===== config.mk =====
export PLATFORM = sky130hd
export DESIGN_NAME = sdram_seq_ctrl
export DESIGN_NICKNAME = d
export VERILOG_FILES = /design/src/rtl/sdram_ctrl_pkg.sv /design/src/rtl/sdram_mode_cfg.sv /design/src/rtl/sdram_rd_capture.sv /design/src/rtl/sdram_wr_drive.sv /design/src/rtl/sdram_seq_ctrl.sv
export SDC_FILE = /design/constraint.sdc
export NUM_CORES = 1
export LEC_CHECK = 0
export BUFFER_PORTS_ARGS = -buffer_cell sky130_fd_sc_hd__clkbuf_2
export CAP_MARGIN = 20
export CORE_UTILIZATION = 50
export CTS_CLUSTER_DIAMETER = 120
export CTS_CLUSTER_SIZE = 24
export DETAILED_ROUTE_END_ITERATION = 8
export GPL_TIMING_DRIVEN = 0
export PLACE_DENSITY = 0.75
export SYNTH_ARGS = -nofsm -noshare
export SYNTH_HDL_FRONTEND = slang
export SYNTH_SLANG_ARGS = --single-unit
export TNS_END_PERCENT = 100

===== constraint.sdc =====
create_clock -name clk_i -period 2.63 [get_ports clk_i]
set_clock_uncertainty 0.05 [all_clocks]
set_input_delay 0.3945 -clock clk_i [delete_from_list [all_inputs] [get_ports clk_i]]
set_output_delay 0.3945 -clock clk_i [all_outputs]
set_load 0.02 [all_outputs]

===== src/rtl/sdram_ctrl_pkg.sv =====
package sdram_ctrl_pkg;
  localparam int unsigned MAX_BL = 8;

  // {cs_n, ras_n, cas_n, we_n}
  typedef enum logic [3:0] {
    CMD_LMR = 4'b0000,
    CMD_PRE = 4'b0010,
    CMD_ACT = 4'b0011,
    CMD_WR  = 4'b0100,
    CMD_RD  = 4'b0101,
    CMD_NOP = 4'b0111
  } sdram_cmd_e;

  typedef enum logic [2:0] {
    ST_UNCFG,
    ST_WAIT,
    ST_ACT,
    ST_RD,
    ST_WR
  } seq_state_e;
endpackage


===== src/rtl/sdram_mode_cfg.sv =====
module sdram_mode_cfg #(
  parameter int unsigned ADDR_W = 12
) (
  input  logic [3:0]        bl_i,
  input  logic [1:0]        cl_i,
  output logic              valid_o,
  output logic [ADDR_W-1:0] mode_o
);
  logic [2:0] bl_code;

  always_comb begin
    unique case (bl_i)
      4'd2:    bl_code = 3'd1;
      4'd4:    bl_code = 3'd2;
      4'd8:    bl_code = 3'd3;
      default: bl_code = 3'd0;
    endcase
  end

  assign valid_o = ($countones(bl_i) == 1) && (cl_i >= 2'd2);

  always_comb begin
    mode_o      = '0;
    mode_o[2:0] = bl_code;
    mode_o[3]   = 1'b0;  // sequential
    mode_o[6:4] = {1'b0, cl_i};
  end
endmodule


===== src/rtl/sdram_rd_capture.sv =====
module sdram_rd_capture #(
  parameter int unsigned DQ_W = 16
) (
  input  logic            clk_i,
  input  logic            rst_ni,
  input  logic            start_i,
  input  logic [1:0]      cl_i,
  input  logic [3:0]      bl_i,
  input  logic [DQ_W-1:0] dq_i,
  output logic            valid_o,
  output logic [DQ_W-1:0] data_o,
  output logic            last_o,
  output logic            done_o
);
  logic       busy_q;
  logic [1:0] dly_q;
  logic [3:0] left_q;
  logic       win;

  assign win    = busy_q && (dly_q == 2'd0);
  assign done_o = win && (left_q == 4'd1);

  always_ff @(posedge clk_i or negedge rst_ni) begin
    if (!rst_ni) begin
      busy_q  <= 1'b0;
      dly_q   <= 2'd0;
      left_q  <= 4'd0;
      valid_o <= 1'b0;
      last_o  <= 1'b0;
      data_o  <= '0;
    end else begin
      valid_o <= win;
      last_o  <= done_o;
      if (win) data_o <= dq_i;
      if (start_i) begin
        busy_q <= 1'b1;
        dly_q  <= cl_i;  // counts the command cycle itself
        left_q <= bl_i;
      end else if (busy_q) begin
        if (dly_q != 2'd0) begin
          dly_q <= dly_q - 2'd1;
        end else begin
          left_q <= left_q - 4'd1;
          if (left_q == 4'd1) busy_q <= 1'b0;
        end
      end
    end
  end
endmodule


===== src/rtl/sdram_wr_drive.sv =====
module sdram_wr_drive #(
  parameter int unsigned DQ_W   = 16,
  parameter int unsigned MAX_BL = 8
) (
  input  logic                   clk_i,
  input  logic                   rst_ni,
  input  logic                   start_i,
  input  logic [3:0]             bl_i,
  input  logic [MAX_BL*DQ_W-1:0] burst_i,
  output logic [DQ_W-1:0]        dq_o,
  output logic                   oe_o,
  output logic                   last_o
);
  localparam int unsigned IDX_W = $clog2(MAX_BL);

  logic [IDX_W-1:0] idx_q;
  logic [3:0]       left_q;

  assign last_o = oe_o && (left_q == 4'd0);

  always_ff @(posedge clk_i or negedge rst_ni) begin
    if (!rst_ni) begin
      dq_o   <= '0;
      oe_o   <= 1'b0;
      idx_q  <= '0;
      left_q <= 4'd0;
    end else if (start_i) begin
      dq_o   <= burst_i[DQ_W-1:0];
      oe_o   <= 1'b1;
      idx_q  <= IDX_W'(1);
      left_q <= bl_i - 4'd1;
    end else if (oe_o) begin
      if (left_q == 4'd0) begin
        oe_o <= 1'b0;
        dq_o <= '0;
      end else begin
        dq_o   <= burst_i[int'(idx_q)*DQ_W +: DQ_W];
        idx_q  <= idx_q + IDX_W'(1);
        left_q <= left_q - 4'd1;
      end
    end
  end
endmodule


===== src/rtl/sdram_seq_ctrl.sv =====
module sdram_seq_ctrl
  import sdram_ctrl_pkg::*;
#(
  parameter int unsigned DQ_W   = 16,
  parameter int unsigned BA_W   = 2,
  parameter int unsigned ROW_W  = 12,
  parameter int unsigned COL_W  = 8,
  parameter int unsigned ADDR_W = 12,
  parameter int unsigned T_RCD  = 3,
  parameter int unsigned T_RP   = 3,
  parameter int unsigned T_MRD  = 2
) (
  input  logic                   clk_i,
  input  logic                   rst_ni,
  input  logic                   start_i,
  input  logic [3:0]             cfg_bl_i,
  input  logic [1:0]             cfg_cl_i,
  output logic                   init_done_o,
  output logic                   cfg_err_o,
  input  logic                   req_valid_i,
  output logic                   req_ready_o,
  input  logic                   req_write_i,
  input  logic [BA_W-1:0]        req_bank_i,
  input  logic [ROW_W-1:0]       req_row_i,
  input  logic [COL_W-1:0]       req_col_i,
  input  logic [MAX_BL*DQ_W-1:0] req_wdata_i,
  output logic                   rd_valid_o,
  output logic [DQ_W-1:0]        rd_data_o,
  output logic                   rd_last_o,
  output logic                   cs_n_o,
  output logic                   ras_n_o,
  output logic                   cas_n_o,
  output logic                   we_n_o,
  output logic [BA_W-1:0]        ba_o,
  output logic [ADDR_W-1:0]      addr_o,
  output logic [DQ_W/8-1:0]      dqm_o,
  output logic [DQ_W-1:0]        dq_o,
  output logic                   dq_oe_o,
  input  logic [DQ_W-1:0]        dq_i
);
  localparam int unsigned T_A   = (T_RCD > T_RP) ? T_RCD : T_RP;
  localparam int unsigned T_MAX = (T_A > T_MRD) ? T_A : T_MRD;
  localparam int unsigned CNT_W = $clog2(T_MAX + 1);
  localparam int unsigned BUR_W = MAX_BL * DQ_W;

  seq_state_e        state_q;
  sdram_cmd_e        cmd_q;
  logic [CNT_W-1:0]  cnt_q;
  logic [BA_W-1:0]   bank_q;
  logic [COL_W-1:0]  col_q;
  logic              wr_q;
  logic [BUR_W-1:0]  wdata_q;
  logic [3:0]        bl_q;
  logic [1:0]        cl_q;

  logic              cfg_ok;
  logic [ADDR_W-1:0] mode_word;
  logic              col_go, rd_go, wr_go, rd_done, wr_last;

  sdram_mode_cfg #(.ADDR_W(ADDR_W)) u_mode (
    .bl_i    (cfg_bl_i),
    .cl_i    (cfg_cl_i),
    .valid_o (cfg_ok),
    .mode_o  (mode_word)
  );

  assign req_ready_o = (state_q == ST_WAIT) && (cnt_q == '0);
  assign col_go      = (state_q == ST_ACT) && (cnt_q == '0);
  assign rd_go       = col_go && !wr_q;
  assign wr_go       = col_go && wr_q;

  sdram_rd_capture #(.DQ_W(DQ_W)) u_rd (
    .clk_i   (clk_i),
    .rst_ni  (rst_ni),
    .start_i (rd_go),
    .cl_i    (cl_q),
    .bl_i    (bl_q),
    .dq_i    (dq_i),
    .valid_o (rd_valid_o),
    .data_o  (rd_data_o),
    .last_o  (rd_last_o),
    .done_o  (rd_done)
  );

  sdram_wr_drive #(.DQ_W(DQ_W), .MAX_BL(MAX_BL)) u_wr (
    .clk_i   (clk_i),
    .rst_ni  (rst_ni),
    .start_i (wr_go),
    .bl_i    (bl_q),
    .burst_i (wdata_q),
    .dq_o    (dq_o),
    .oe_o    (dq_oe_o),
    .last_o  (wr_last)
  );

  always_ff @(posedge clk_i or negedge rst_ni) begin
    if (!rst_ni) begin
      state_q     <= ST_UNCFG;
      cmd_q       <= CMD_NOP;
      cnt_q       <= '0;
      ba_o        <= '0;
      addr_o      <= '0;
      bank_q      <= '0;
      col_q       <= '0;
      wr_q        <= 1'b0;
      wdata_q     <= '0;
      bl_q        <= 4'd1;
      cl_q        <= 2'd2;
      init_done_o <= 1'b0;
      cfg_err_o   <= 1'b0;
    end else begin
      cmd_q <= CMD_NOP;
      unique case (state_q)
        ST_UNCFG: if (start_i) begin
          if (cfg_ok) begin
            cmd_q       <= CMD_LMR;
            ba_o        <= '0;
            addr_o      <= mode_word;
            bl_q        <= cfg_bl_i;
            cl_q        <= cfg_cl_i;
            init_done_o <= 1'b1;
            cfg_err_o   <= 1'b0;
            cnt_q       <= CNT_W'(T_MRD - 1);
            state_q     <= ST_WAIT;
          end else begin
            cfg_err_o <= 1'b1;
          end
        end
        ST_WAIT: begin
          if (cnt_q != '0) begin
            cnt_q <= cnt_q - CNT_W'(1);
          end else if (req_valid_i) begin
            cmd_q   <= CMD_ACT;
            ba_o    <= req_bank_i;
            addr_o  <= ADDR_W'(req_row_i);
            bank_q  <= req_bank_i;
            col_q   <= req_col_i;
            wr_q    <= req_write_i;
            wdata_q <= req_wdata_i;
            cnt_q   <= CNT_W'(T_RCD - 1);
            state_q <= ST_ACT;
          end
        end
        ST_ACT: begin
          if (cnt_q != '0) begin
            cnt_q <= cnt_q - CNT_W'(1);
          end else begin
            cmd_q   <= wr_q ? CMD_WR : CMD_RD;
            ba_o    <= bank_q;
            addr_o  <= ADDR_W'(col_q);  // bit 10 low: no auto precharge
            state_q <= wr_q ? ST_WR : ST_RD;
          end
        end
        ST_RD, ST_WR: begin
          if ((state_q == ST_RD) ? rd_done : wr_last) begin
            cmd_q   <= CMD_PRE;
            ba_o    <= bank_q;
            addr_o  <= '0;  // bit 10 low: this bank only
            cnt_q   <= CNT_W'(T_RP - 1);
            state_q <= ST_WAIT;
          end
        end
        default: state_q <= ST_UNCFG;
      endcase
    end
  end

  assign {cs_n_o, ras_n_o, cas_n_o, we_n_o} = cmd_q;
  assign dqm_o = '0;
endmodule


==> flow_summary.yaml <==
run_status:
  status: "finished clean"
clock_network:
  path_clk_slew_ps: 100
  clock-sinks: 218
  h-tree-depth: 1
  insertion_delay_ps: 480
  cts-buffers-inserted: 13
  ctsRootBufferMaster: "clkbuf_16"
  clock_path_buffers: 3
  cts_tree: "yes"
yosys:
  yosys.cell_types.count: 61
  ys_seq_area_share_pct: 53.6
  ys_ff_latch: 218
  avgSynthCellArea_um2: 13.8
  synth_top_flop_cell: "dfrtp_1"
  synth_top_area_share_pct: 52.3
  synthTopCellsByArea: "dfrtp_1, mux2_2, mux4_2"
  synth_edf_count: 0
  yosysMostFrequentCell: "dfrtp_1"
  synth.cell_area_um2: 10200
  synth_top_cell_by_area: "dfrtp_1"
  synth_common_cells: "dfrtp_1, mux2_2, o21ai_0"
  ys_warn_count: 0
  syn-instance-count: 740
  synthArstFlopShare_pct: 100
worst_setup_path:
  start_kind: "primary input"
  worstSetupPathType: "in2reg"
  cp.required_ps: 2940
  worst-r2r-cell-count: 11
  r2r_end: "u_wr.left_q[2]"
  cp_data_arrival_time_ps: 2740
  cp-end-kind: "flop"
  path_max_fanout: 10
  reg2reg_setup_slack_ps: 210
  r2r-start: "cnt_q[0]"
cells_and_area:
  diodes: 0
  area_growth_syn_to_layout_pct: 19.5
  nets: 1184
  final_cells: 1260
  nFillCells: 1574
  drive_gt1_share_pct: 50.4
timing:
  slew_violations: 0
  fin_crit_sh_pct: 92.5
  relSlewSlack_pct: 45.1
  worst_slew_pin_slew_ps: 823
  fin_crit_ps: 2430
  fin_ws_ps: 198
  rsz0062_at_grt: "no"
  setup_violations: 0
  fin_hold_ws_ps: 79.3
  max_freq_mhz: 411
  tns_ps: 0
  hold_violations: 0
floorplanning:
  die_area_um2: 21000
  core_region_area_um2: 19700
  ios: 235
  die_h_um: 145
  initial_core_util_pct: 51.7
  fp.dieW_um: 145
  row_count: 51
drt:
  drc: 0
  routedWlPerCell_um: 19.0
  routed_wl_um: 24000
  ant_nets: 0
  drtIter0Drc: 239
  firstDrtPassIters: 4
  viasPerCell: 5.45
  vias: 6867
placement:
  numPortBuffers: 231
  hpwl_um: 17800
  place_inst: 1240
  place_congestion: 0.848
  dpl_worst_slack_ps: -283
global_routing:
  grt_pass1_wl_um: 38500
  grt_pass1_vias: 7219
  grt_use_met2_pct: 41.6
  met1_usage_pct: 30.7
  track_usage_pct: 24.2
  grt_max_degree: 89
  use_met3_pct: 6.28
  grt-ovfl-total: 0
  busiest_layer: "met2"
  grt_antenna_before_repair: 0
min_path:
  worstHoldPathCells: 2
  hold_path.startpoint: "req_col_i[1]"
  whs_endpoint: "col_q[1]"
  hold_class: "in2reg"
pwr:
  powerDensity_nw_per_um2: 1170
  power_mw: 14.3
  ir_worst_vdd_uv: 575
  power_leakage_nw: 5.62
flow_run:
  maxCapViolations: 0
==> routing by layer <==
metal,share of wire [%],vias up
li1,-,3167
met1,42,3461
met2,50,210
met3,7.1,29
met4,1.6,0
met5,0,-
==> cell type report <==
type | instances | area (µm²) | area share (%)
clock buffer | 17 | 340 | 2.79
tap | 265 | 332 | 2.72
sequential | 218 | 5460 | 44.9
inverter | 19 | 72.6 | 0.596
clock inverter | 2 | 38.8 | 0.319
buffer | 52 | 328 | 2.69
multi-input combinational | 453 | 4370 | 35.9
timing repair buffer | 234 | 1230 | 10.1
==> through the flow <==
step | instance area, µm² | utilization (%)
2_1_floorplan | 10200 | -
3_3_place_gp | 11700 | 59.4
3_5_place_dp | 11800 | 59.7
4_1_cts | 12200 | 61.7
5_1_grt | 12200 | 61.8
6_report | 12200 | 61.8
==> placed cells by master, fill, tap and decap left out, types with 16 or more instances in the layout <==
cell / n
mux2_2: 153
mux4_2: 32
clkbuf_1: 17
buf_2: 18
clkbuf_2: 231
nor2_1: 18
a21oi_1: 23
o21ai_0: 40
nand2_1: 32
mux2i_1: 27
nor3b_1: 16
dfrtp_1: 213
==> worst max-delay path by stage <==
stage                           start              to  slack (ps)
after floorplan           cfg_bl_i[3]       addr_o[2]           8
after global placement         rst_ni     wdata_q[83]       -3260
after detailed placement  cfg_bl_i[3]       addr_o[3]        -280
after CTS                  state_q[2]     req_ready_o         130
after global routing         cnt_q[0]  u_wr.left_q[2]          40
final                     cfg_bl_i[3]       addr_o[3]         200
==> report_power, final <==
group	leakage [nW]	switching, mW	internal (mW)	total, mW
logic	2.81	2.94	3.31	6.25
clock network	0.181	1.15	0.946	2.09
registers	2.63	0.913	5.01	5.92
==> state kept, by name (all words and copies together), names as in the netlist, 2 cells and up <==
register	count
wdata_q	128
u_rd.data_o	16
u_wr.dq_o	16
addr_o	12
col_q	8
bl_q	4
u_rd.left_q	4
u_wr.left_q	4
cmd_q	3
state_q	3
u_wr.idx_q	3
ba_o	2
bank_q	2
cl_q	2
cnt_q	2
u_rd.dly_q	2
==> cells by family (layout without fill, tap and decap cells) <==
family / count (synthesis) / count (layout) / share of synthesized area [%]
AO/OA/AOI/OAI: 92 / 92 / 5.39
XOR/XNOR: 9 / 9 / 0.774
adder cells (fa/ha/maj): 17 / 17 / 2.14
buffers and inverters: 71 / 324 / 3.91
flip-flops: 218 / 218 / 53.6
multiplexers: 228 / 228 / 28.6
other: 1 / 3 / 0.0368
AND/OR/NAND/NOR: 104 / 104 / 5.53
==> critical path, stage by stage <==
cell      delay, ps
clkbuf_2        110
inv_2           100
ha_4            200
ha_2            190
fa_2            330
nand4b_1        200
or3_4           430
a21boi_2        160
o21ai_2         140
buf_6           190
mux2_4          300
==> what timing repair did <==
action	in CTS	in global routing
setup buffers	0	0
gates resized for setup	0	3
hold endpoints to repair	44	0
hold buffers	1	0
setup endpoints to repair	0	1
(Power assumes the default switching activity.)
